File: src/rtl/fsc_pkg.sv
package fsc_pkg;
    localparam int ADDR_W = 2;

    typedef enum logic [ADDR_W-1:0] {
        RA_HI   = 2'd0,
        RA_LO   = 2'd1,
        RA_ALT  = 2'd2,
        RA_NONE = 2'd3
    } reg_addr_e;
endpackage

File: src/rtl/fsc_stamp_reg.sv
module fsc_stamp_reg #(
    parameter int FRAME_W = 11,
    parameter int ALT_W   = 3
) (
    input  logic               clk,
    input  logic               rst_n,
    input  logic               sof_evt,
    input  logic [FRAME_W-1:0] sof_frame,
    input  logic               sof_bad,
    input  logic               mark_en,
    input  logic               seti_evt,
    input  logic [ALT_W-1:0]   seti_alt,
    output logic [FRAME_W-1:0] stamp_q,
    output logic [ALT_W-1:0]   alt_q
);
    typedef struct packed {
        logic [FRAME_W-1:0] stamp;
        logic [ALT_W-1:0]   alt;
    } state_t;

    state_t s_d, s_q;
    logic   take_sof;

    always_comb begin
        s_d      = s_q;
        // a corrupted token is only suppressed when substitute-marking is on
        take_sof = sof_evt && !(mark_en && sof_bad);
        if (take_sof) begin
            s_d.stamp = sof_frame;
        end
        if (seti_evt) begin
            s_d.alt = seti_alt;
        end
    end

    always_ff @(posedge clk or negedge rst_n) begin
        if (!rst_n) begin
            s_q <= '0;
        end else begin
            s_q <= s_d;
        end
    end

    assign stamp_q = s_q.stamp;
    assign alt_q   = s_q.alt;
endmodule

File: src/rtl/fsc_shadow.sv
module fsc_shadow #(
    parameter int DATA_W = 8
) (
    input  logic              clk,
    input  logic              rst_n,
    input  logic              load,
    input  logic [DATA_W-1:0] din,
    output logic [DATA_W-1:0] dout
);
    typedef struct packed {
        logic [DATA_W-1:0] byte_val;
    } state_t;

    state_t s_d, s_q;

    always_comb begin
        s_d = s_q;
        if (load) begin
            s_d.byte_val = din;
        end
    end

    always_ff @(posedge clk or negedge rst_n) begin
        if (!rst_n) begin
            s_q <= '0;
        end else begin
            s_q <= s_d;
        end
    end

    assign dout = s_q.byte_val;
endmodule

File: src/rtl/fsc_read_mux.sv
module fsc_read_mux
    import fsc_pkg::*;
#(
    parameter int FRAME_W = 11,
    parameter int ALT_W   = 3,
    parameter int DATA_W  = 8
) (
    input  logic               rd_en,
    input  logic [ADDR_W-1:0]  rd_addr,
    input  logic [FRAME_W-1:0] stamp,
    input  logic [DATA_W-1:0]  shadow,
    input  logic [ALT_W-1:0]   alt,
    output logic [DATA_W-1:0]  rd_data
);
    localparam int STAMP_W = 2 * DATA_W;

    logic [STAMP_W-1:0] stamp_ext;

    assign stamp_ext = STAMP_W'(stamp);

    always_comb begin
        rd_data = '0;
        if (rd_en) begin
            case (reg_addr_e'(rd_addr))
                RA_HI:   rd_data = stamp_ext[STAMP_W-1:DATA_W];
                RA_LO:   rd_data = shadow;
                RA_ALT:  rd_data = DATA_W'(alt);
                default: rd_data = '0;
            endcase
        end
    end
endmodule

File: src/rtl/frame_stamp_capture.sv
module frame_stamp_capture
    import fsc_pkg::*;
#(
    parameter int FRAME_W = 11,
    parameter int ALT_W   = 3,
    parameter int DATA_W  = 8
) (
    input  logic               clk,
    input  logic               rst_n,
    input  logic               sof_evt,
    input  logic [FRAME_W-1:0] sof_frame,
    input  logic               sof_bad,
    input  logic               mark_en,
    input  logic               seti_evt,
    input  logic [ALT_W-1:0]   seti_alt,
    input  logic               rd_en,
    input  logic [ADDR_W-1:0]  rd_addr,
    output logic [DATA_W-1:0]  rd_data
);
    localparam int STAMP_W = 2 * DATA_W;

    logic [FRAME_W-1:0] stamp_q;
    logic [ALT_W-1:0]   alt_q;
    logic [DATA_W-1:0]  shadow_q;
    logic [STAMP_W-1:0] stamp_ext;
    logic               hi_read;

    assign stamp_ext = STAMP_W'(stamp_q);
    assign hi_read   = rd_en && (rd_addr == RA_HI);

    fsc_stamp_reg #(.FRAME_W(FRAME_W), .ALT_W(ALT_W)) u_stamp (
        .clk       (clk),
        .rst_n     (rst_n),
        .sof_evt   (sof_evt),
        .sof_frame (sof_frame),
        .sof_bad   (sof_bad),
        .mark_en   (mark_en),
        .seti_evt  (seti_evt),
        .seti_alt  (seti_alt),
        .stamp_q   (stamp_q),
        .alt_q     (alt_q)
    );

    // the latch takes the pre-edge low byte, so a same-cycle update cannot tear
    fsc_shadow #(.DATA_W(DATA_W)) u_shadow (
        .clk   (clk),
        .rst_n (rst_n),
        .load  (hi_read),
        .din   (stamp_ext[DATA_W-1:0]),
        .dout  (shadow_q)
    );

    fsc_read_mux #(.FRAME_W(FRAME_W), .ALT_W(ALT_W), .DATA_W(DATA_W)) u_mux (
        .rd_en   (rd_en),
        .rd_addr (rd_addr),
        .stamp   (stamp_q),
        .shadow  (shadow_q),
        .alt     (alt_q),
        .rd_data (rd_data)
    );
endmodule

File: config.mk
export PLATFORM = sky130hd
export DESIGN_NAME = frame_stamp_capture
export DESIGN_NICKNAME = d
export VERILOG_FILES = /design/src/rtl/fsc_pkg.sv /design/src/rtl/fsc_stamp_reg.sv /design/src/rtl/fsc_shadow.sv /design/src/rtl/fsc_read_mux.sv /design/src/rtl/frame_stamp_capture.sv
export SDC_FILE = /design/constraint.sdc
export NUM_CORES = 1
export LEC_CHECK = 0
export BUFFER_PORTS_ARGS = -buffer_cell sky130_fd_sc_hd__buf_2
export CAP_MARGIN = 5
export CELL_PAD_IN_SITES_DETAIL_PLACEMENT = 1
export CELL_PAD_IN_SITES_GLOBAL_PLACEMENT = 2
export CORE_ASPECT_RATIO = 0.7
export CORE_MARGIN = 2
export CORE_UTILIZATION = 36
export DETAILED_ROUTE_END_ITERATION = 6
export PLACE_DENSITY = 0.91
export SLEW_MARGIN = 20
export SYNTH_ARGS = -nofsm -noshare
export SYNTH_HDL_FRONTEND = slang
export SYNTH_HIERARCHICAL = 1
export SYNTH_SLANG_ARGS = --single-unit
export TNS_END_PERCENT = 10
File: constraint.sdc
create_clock -name clk -period 1.3 [get_ports clk]
set_clock_uncertainty 0.1 [all_clocks]
set_input_delay 0.195 -clock clk [delete_from_list [all_inputs] [get_ports clk]]
set_output_delay 0.195 -clock clk [all_outputs]
set_load 0.05 [all_outputs]
======== Word-level counts from Yosys, hierarchy flattened ========
Cells that the tools add are included.
word-level totals
  output and inout port bits .............. 8
  RAM bits ................................ 0
  flip-flop bits (word level) ............. 22
  memories ................................ 0
  bits in latches ......................... 0
  input bits .............................. 23
  logic and storage cells ................. 12
  ROM bits ................................ 0
operators by class
  order comparisons ....................... 0
  bitwise operators ....................... 0
  reductions and logical operators ........ 5
  mux-type cells .......................... 2
  add/subtract/negate cells ............... 0
  eq/ne operators ......................... 2
  multipliers ............................. 0
  shift operators ......................... 0
  div/mod/pow operators ................... 0
operator list
  kind                                           count
  one-hot mux 8 bit (3 select lines)             1
  two-way mux 8 bit                              1
  logical AND 1 bit                              3
  == test 2 x 1 -> 1 bit, second input constant  1
  == test 2 bit, second input constant           1
  zero test 2 bit                                1
  zero test 1 bit                                1

======== Logic depth before layout (Yosys ltp) ========
Gate-level depths: netlist (run 1).
  depth in word-level cells ............... 3
  mapped depth ............................ 4
  mapped depth without buffers ............ 3

======== Modules after synthesis ========
Netlist (run 1), hierarchy kept.
by module, submodules not included
  module               sequential area each (µm²)  instances  cells an instance  area an instance (µm²)
  fsc_stamp_reg        350.3                       1          30                 584.3
  fsc_shadow           200.2                       1          17                 331.6
  fsc_read_mux         0.0                         1          20                 136.4
  frame_stamp_capture  0.0                         1          1                  12.5

======== Worst setup path after synthesis (run 1) ========
Ideal clock, no wire load.
  kind .................................... input-to-output
  start ................................... input port rd_addr[0]
  end ..................................... output port rd_data[0]
  data required time ...................... 1005 ps
  data arrival time ....................... 955 ps
  buffers on the path ..................... 1
  cell stages on the path ................. 4
  path slack .............................. 50 ps
  cell sequence ........................... buf_6 > mux2i_1 > o21ai_0 > and2_1
between the ends
  cells in the longest elaborated chain, start to end .. 3
  elaborated cells between the ends (all ways) .. 5
  those cells by class .................... eq/ne: 2; mux: 2; reduce/logical: 1
ends and longest elaborated chain
  what                                    line                       RTL
  start: declaration                      frame_stamp_capture.sv:17  input logic [ADDR_W-1:0] rd_addr,
  == test 2 bit (tied with other cells)   fsc_read_mux.sv:24         case (reg_addr_e'(rd_addr))
  one-hot mux 8 bit (3 select lines) (*)  fsc_read_mux.sv:24
  two-way mux 8 bit (*)                   fsc_read_mux.sv:23         if (rd_en) begin
  end: declaration                        frame_stamp_capture.sv:18  output logic [DATA_W-1:0] rd_data
Every way passes the cells marked *; elsewhere a longest branch is shown, timed or not.

======== Worst setup path in the final report (run 1) ========
  start ................................... register u_shadow.s_q (netlist bit u_shadow/dout[2])
  end ..................................... output port rd_data[2]
between the ends
  cells in the longest elaborated chain, start to end .. 2
ends and longest elaborated chain
  what                                line                RTL
  start: declaration                  fsc_shadow.sv:14    state_t s_d, s_q;
  start signal: assignment            fsc_shadow.sv:25    s_q <= '0;
  start signal: assignment            fsc_shadow.sv:27    s_q <= s_d;
  one-hot mux 8 bit (3 select lines)  fsc_read_mux.sv:24
  two-way mux 8 bit                   fsc_read_mux.sv:23
Every way passes these cells.

==> reports/qor.txt, run 1 <==
STATUS
------------------------------------------------------------------------------------------------------
Run status                                                                                finished with violations
Violated checks                                                                           negative setup slack

PWR
------------------------------------------------------------------------------------------------------
IR drop worst, VDD                                                                            0.672 mV
Leakage component of the power                                                             0.000693 uW
Pwr per Cell Area                                                                          1410 nW/um2
Total chip power                                                                               1990 uW

SYNTH
------------------------------------------------------------------------------------------------------
Main combinational cell family by area after synthesis                                    multiplexers
Number of instances in the synthesized netlist                                                      68
Area share of fa/ha/maj cells after synthesis                                                        0
Xor-xnor portion of the synthesized cell area                                                        0
Proportion of synthesized chip area in sequential cells                                          0.517
Compound-gate portion of the synthesized area                                                   0.0317
Cell taking the most area after synthesis                                                 sky130_fd_sc_hd__dfrtp_1
Synthesis-stage register bit count                                                                  22
Netlist area before placement                                                                 1060 um2
Mean instance size in the synthesized netlist                                                 15.7 um2
Dominant cells by area after synthesis                                                    sky130_fd_sc_hd__dfrtp_1 (52%), sky130_fd_sc_hd__mux2_4 (25%), sky130_fd_sc_hd__and2_1 (4.7%)
Post-synthesis mux area share                                                                    0.324
Area share of the largest cell type after synthesis                                              0.517
Synth Area in Simple Gates                                                                      0.0870
Syn nets                                                                                            91
Count of synthesis-stage warnings from yosys                                                         6
Unique cell type count in the Yosys netlist                                                         13

TIMING
------------------------------------------------------------------------------------------------------
Relative max-transition margin                                                                   0.680
Period minus WS final                                                                          1.48 ns
Fmax                                                                                           674 MHz
RSZ-0062 raised after global routing                                                              true
Slew at the pin closest to its max-slew limit                                                 0.481 ns
Total setup violations reported at the end of the flow                                               6
Number of endpoints with negative hold slack in the final report                                     0
Post-route clock period utilization                                                               1.14
Final worst-path setup slack                                                                 -0.184 ns
Number of pins exceeding their max-slew limit in the final report                                    0

FLOORPLAN
------------------------------------------------------------------------------------------------------
Die footprint                                                                                 3420 um2
Chip width                                                                                       69 um
Number of I/O pins                                                                                  31
Standard-cell row count                                                                             16
Placeable Area                                                                                2800 um2
Floorplan die height                                                                           49.5 um
Effective utilization at floorplan                                                               0.380

WORST SETUP PATH
------------------------------------------------------------------------------------------------------
Max Fanout on Critical Path                                                                          2
Number of cells on the worst reg-to-reg path                                                         3
CP Launch Type                                                                                    flop
Startpoint of the lowest-slack register-to-register path                                  u_shadow/dout[0]
Worst R2R Setup Slack                                                                          0.19 ns
Setup Crit Path Kind                                                                        reg -> out
Crit. End Element                                                                          output port
End of the worst register-to-register path                                                u_shadow/dout[0]
Data required time at the worst endpoint                                                       1.00 ns
Critical path launch point                                                                u_shadow/dout[2]
Arrival time of data at the critical path endpoint                                             1.19 ns

CLOCK TREE
------------------------------------------------------------------------------------------------------
Total CTS buffers                                                                                    3
Clock transition at the register clock pins on the worst setup and hold paths after CTS        0.08 ns
Insertion delay of the later-clocked pin in the worst-skew pair                                0.26 ns
CTS tree                                                                                           yes
Htree depth                                                                                          1
Bufs on Longest Clock Path                                                                           2
Sinks on the clock net                                                                              22
Clock tree root driver cell                                                               sky130_fd_sc_hd__clkbuf_8

HOLD PATH
------------------------------------------------------------------------------------------------------
HP Start                                                                                  sof_frame[5]
Hold Path Class                                                                              in -> reg
Hold Path Depth                                                                                      2
Hold-critical path endpoint                                                               u_stamp/stamp_q[5]

DETAILED ROUTING
------------------------------------------------------------------------------------------------------
DR vias/cell                                                                                      4.58
Via count                                                                                          669
Drt first pass iters                                                                                 3
ANT nets after route                                                                                 0
# DRC                                                                                                0
Detailed Route Iter0 Violations                                                                     16
Total length of routed wires                                                                   2020 um
Routed len/inst                                                                                13.8 um

GLOBAL ROUTE
------------------------------------------------------------------------------------------------------
Final global-route overflow total                                                                    0
Via count of the first global-routing pass                                                         764
Pin count of the biggest net entering global routing                                                23
First-pass GRT wire length                                                                     3460 um
Combined global-route utilization of all metal layers                                            0.131
Number of antenna violations at the first check in global routing                                    0

FINAL LAYOUT
------------------------------------------------------------------------------------------------------
Ratio of cells with drive above 1 in the final layout                                            0.627
Utilization after layout                                                                         0.502
Fin cells                                                                                          146
Post-layout nets                                                                                   134
ANT cells                                                                                            0
Area added between synthesis and finish                                                          32.2%
Filler cells                                                                                       295
Final standard cell area without fillers                                                      1410 um2

PLACEMENT
------------------------------------------------------------------------------------------------------
Quantity of I/O buffers inserted on ports                                                           30
Routability-driven placement congestion ratio                                                    0.742
Setup Slack @ Placement                                                                      -0.130 ns
Placed cell area                                                                              1240 um2
Number of cells after detailed placement                                                           134

RUN
------------------------------------------------------------------------------------------------------
Reported max-cap violation count                                                                     0

[per-stage QoR]
| stage | setup TNS (ns) | hold WS [ns] |
|---|---|---|
| 6_report | -0.535 | 0.0585 |
| 5_1_grt | -1.40 | 0.0472 |
| 4_1_cts | -1.14 | 0.0489 |
| 3_5_place_dp | -0.778 | 0.0782 |
| 3_3_place_gp | -0.377 | 0.0705 |
| 2_1_floorplan | 0 | -0.201 |
[placed cells by master, fill, tap and decap left out, drive strengths merged]
cell type    Yosys  routed
mux2            22      22
mux2i            3       3
o21ai            3       3
nand2            1       1
dfrtp           22      22
a21boi           1       1
and2             8       8
nand3b           3       3
bufinv           0       1
dlygate4sd3      0       1
nor2             1       1
clkbuf           0       8
buf              3      35
nor3b            1       1
[final cells by class]
cell class | count | area, um2 | area share
well taps | 36 | 45.0 | 0.0320
repair buffers | 41 | 267 | 0.189
clock buffers | 3 | 41.3 | 0.0293
flip-flops and latches | 22 | 551 | 0.391
clock inverters | 1 | 30.0 | 0.0213
multi-input cells | 43 | 474 | 0.337
[where the power goes]
part	internal, uW	switching, uW	total [uW]
logic	303	186	489
clock network	411	210	621
registers	805	70.7	876
[flip-flops by register name, summed over array words and instances (netlist names)]
| name | count |
|---|---|
| u_stamp/stamp_q | 11 |
| u_shadow/dout | 8 |
| u_stamp/alt_q | 3 |
[synth_stat cells]
cell / instances
sky130_fd_sc_hd__dfrtp_1: 22
sky130_fd_sc_hd__mux2_4: 18
sky130_fd_sc_hd__and2_1: 8
sky130_fd_sc_hd__mux2_2: 4
sky130_fd_sc_hd__mux2i_1: 3
sky130_fd_sc_hd__nand3b_1: 3
sky130_fd_sc_hd__o21ai_0: 3
sky130_fd_sc_hd__buf_6: 2
sky130_fd_sc_hd__a21boi_4: 1
sky130_fd_sc_hd__buf_12: 1
sky130_fd_sc_hd__nand2_1: 1
sky130_fd_sc_hd__nor2_1: 1
sky130_fd_sc_hd__nor3b_2: 1
[per-layer routing]
metal / vias to the layer above / share of wire / track usage
met3: 2 / 0.043 / 0.0389
met4: 0 / 0.0040 / 0.0294
li1: 321 / - / -
met2: 16 / 0.52 / 0.237
met1: 330 / 0.43 / 0.155
met5: - / 0 / 0
[cell families (layout without fill, tap and decap cells)]
group	after synthesis	count (layout)
flops	22	22
mux	25	25
compound gates	4	4
simple gates	14	14
buf+inv	3	45
[worst max-delay path, stage by stage (launching register included)]
cell and delay (ns):
sky130_fd_sc_hd__dfrtp_1 0.38, sky130_fd_sc_hd__mux2i_1 0.18, sky130_fd_sc_hd__o21ai_1 0.07, sky130_fd_sc_hd__and2_1 0.14, sky130_fd_sc_hd__buf_6 0.15
[worst max-delay path by stage]
stage                     slack (ns)    endpoint  cells past startpoint
after floorplan                 0.05  rd_data[0]                      4
after global placement         -0.08  rd_data[5]                      5
after detailed placement       -0.13  rd_data[7]                      5
after CTS                      -0.19  rd_data[2]                      4
after global routing           -0.25  rd_data[2]                      4
final                          -0.18  rd_data[2]                      4
[what timing repair did]
item | 4_1_cts | 5_1_grt
pin swaps | 3 | 1
hold buffers | 1 | 0
buffers inserted | 5 | 2
gates resized for setup | 9 | 6
hold endpoints to repair | 22 | 0
endpoints found under the setup margin | 8 | 8
Power figures use the tool's default switching activity.
==> run 2, diff against run 1 <==
- TNS_END_PERCENT: 10 -> 100
==> reports/qor.txt, run 2 (synthesis gave the netlist of run 1 again) <==
STATUS
------------------------------------------------------------------------------------------------------
Run status                                                                                finished with violations
Violated checks                                                                           negative setup slack

CLOCK TREE
------------------------------------------------------------------------------------------------------
Clock tree root driver cell                                                               sky130_fd_sc_hd__clkbuf_8
Bufs on Longest Clock Path                                                                           2   unchanged
Htree depth                                                                                          1   unchanged
Insertion delay of the later-clocked pin in the worst-skew pair                                0.26 ns   about the same
Total CTS buffers                                                                                    3   unchanged
Clock transition at the register clock pins on the worst setup and hold paths after CTS        0.08 ns   about the same
Sinks on the clock net                                                                              22   unchanged
CTS tree                                                                                           yes

FLOORPLAN
------------------------------------------------------------------------------------------------------
Die footprint                                                                                 3420 um2   unchanged
Placeable Area                                                                                2800 um2   unchanged
Chip width                                                                                       69 um   unchanged
Standard-cell row count                                                                             16   unchanged
Effective utilization at floorplan                                                               0.380   unchanged
Number of I/O pins                                                                                  31   unchanged
Floorplan die height                                                                           49.5 um   unchanged

TIMING
------------------------------------------------------------------------------------------------------
RSZ-0062 raised after global routing                                                              true
Number of endpoints with negative hold slack in the final report                                     0   unchanged
Number of pins exceeding their max-slew limit in the final report                                    0   unchanged
Total setup violations reported at the end of the flow                                               8   +2
Worst slack on hold paths                                                                    0.0583 ns   -0.000167 ns
Relative max-transition margin                                                                   0.684   +0.00479
Slew at the pin closest to its max-slew limit                                                 0.473 ns   -0.00718 ns
Period minus WS final                                                                          1.47 ns   -0.00897 ns
Post-route clock period utilization                                                               1.13   -0.00690
Final worst-path setup slack                                                                 -0.175 ns   +0.00897 ns
Fmax                                                                                           678 MHz   +0.61%

WORST SETUP PATH
------------------------------------------------------------------------------------------------------
Max Fanout on Critical Path                                                                          2   unchanged
Data required time at the worst endpoint                                                       1.00 ns   about the same
Cell-by-cell listing of the critical path                                                 mux2i_1 -> o21ai_1 -> and2_1 -> buf_6
CP Launch Type                                                                                    flop
Crit. End Element                                                                          output port
Buffers and inverters on the worst path                                                              1   unchanged
Setup Crit Path Kind                                                                        reg -> out
Startpoint of the lowest-slack register-to-register path                                  u_stamp/stamp_q[8]
Top Family by Delay on Critical Path                                                        flip-flops
Delay of the slowest cell on the worst path                                                    0.40 ns   +0.02 ns
Slowest cell on the critical path                                                         sky130_fd_sc_hd__dfrtp_1
Critical path launch point                                                                u_stamp/stamp_q[8]
Arrival time of data at the critical path endpoint                                             1.18 ns   about the same

HOLD PATH
------------------------------------------------------------------------------------------------------
HP Start                                                                                  sof_frame[5]
Hold Path Class                                                                              in -> reg

PWR
------------------------------------------------------------------------------------------------------
Leakage component of the power                                                             0.000698 uW   +0.70%
IR drop worst, VDD                                                                            0.680 mV   +1.2%
Total chip power                                                                               2000 uW   +0.68%
Pwr per Cell Area                                                                          1410 nW/um2   +0.15%

FINAL LAYOUT
------------------------------------------------------------------------------------------------------
Ratio of cells with drive above 1 in the final layout                                            0.631   +0.00336
Final standard cell area without fillers                                                      1420 um2   +0.53%
Post-layout nets                                                                                   135   +0.75%
Fin cells                                                                                          147   +0.68%
Commonest cells after routing, fill and taps aside                                        sky130_fd_sc_hd__buf_2 (22), sky130_fd_sc_hd__dfrtp_1 (22), sky130_fd_sc_hd__mux2_4 (18)
Flip-flop count of the largest register, all copies and words added                                 11   unchanged
ANT cells                                                                                            0   unchanged
Utilization after layout                                                                         0.505   +0.00268
Area added between synthesis and finish                                                          32.9%

DETAILED ROUTING
------------------------------------------------------------------------------------------------------
Detailed Route Iter0 Violations                                                                     20   +4
# DRC                                                                                                0   unchanged
Via count                                                                                          674   +0.75%
ANT nets after route                                                                                 0   unchanged
Routed len/inst                                                                                14.3 um   +3.2%
DR vias/cell                                                                                      4.59   about the same
Drt first pass iters                                                                                 2   -1
Total length of routed wires                                                                   2100 um   +3.9%

GLOBAL ROUTE
------------------------------------------------------------------------------------------------------
Pin count of the biggest net entering global routing                                                23   unchanged
Final global-route overflow total                                                                    0   unchanged
Number of antenna violations at the first check in global routing                                    0   unchanged
Combined global-route utilization of all metal layers                                            0.131   unchanged
First-pass GRT wire length                                                                     3460 um   unchanged
Via count of the first global-routing pass                                                         764   unchanged

PLACEMENT
------------------------------------------------------------------------------------------------------
Quantity of I/O buffers inserted on ports                                                           30   unchanged
Routability-driven placement congestion ratio                                                    0.742   unchanged
Placed cell area                                                                              1240 um2   unchanged
Number of cells after detailed placement                                                           134   unchanged

RUN
------------------------------------------------------------------------------------------------------
Reported max-cap violation count                                                                     0   unchanged

-- run 2: cell count changes in the layout (fill, tap and decap cells not counted), sizes merged --
cell  change
buf       +1
-- run 2: layout make-up --
cell class / count / area [um2]
Tap cell: 36 / 45.0
Timing Repair Buffer: 42 / 274
Clock buffer: 3 / 41.3
Fill cell: 293 / 1390
Clock inverter: 1 / 30.0
Sequential cell: 22 / 551
Multi-Input combinational cell: 43 / 474
-- run 2: routing by layer --
layer	GRT usage	vias up	wire length (um)	share of wire
met5	0	-	0	0
met2	0.237	18	1080	0.51
met1	0.155	334	936	0.45
li1	-	322	-	-
met3	0.0389	0	87	0.041
met4	0.0294	0	0	0
-- run 2: power by group --
| group | leakage [uW] | internal [uW] | total [uW] | switching (uW) |
|---|---|---|---|---|
| logic | 0.000404 | 308 | 497 | 189 |
| registers | 0.000259 | 805 | 877 | 72.0 |
| clock network | 0.0000357 | 411 | 625 | 214 |
| total | 0.000698 | 1520 | 2000 | 475 |
-- run 2: final timing paths --
kind,slack [ns],endpoint,cells after the start
worst max-delay path,-0.17,rd_data[0],4
worst min-delay path,0.06,u_stamp/stamp_q[5],2
worst max register to register,0.16,u_stamp/stamp_q[8],3
worst min register to register,0.41,u_shadow/dout[4],1
max in group asynchronous,0.46,u_shadow/dout[6],2
min in group asynchronous,0.31,u_shadow/dout[3],2
-- run 2: metrics by stage --
stage,TNS [ns],setup WS (ns)
global placement,-0.377,-0.0795
global route,-1.42,-0.263
CTS,-1.14,-0.186
finish,-0.631,-0.175
floorplan,0,0.0498
detailed placement,-0.778,-0.130
-- run 2: what timing repair did --
item / CTS / global route
gates cloned: 0 / 0
gates resized for setup: 9 / 6
hold buffers: 1 / 0
pin swaps: 3 / 1
endpoints found under the setup margin: 8 / 8
setup buffers: 5 / 3
hold endpoints to repair: 22 / 0
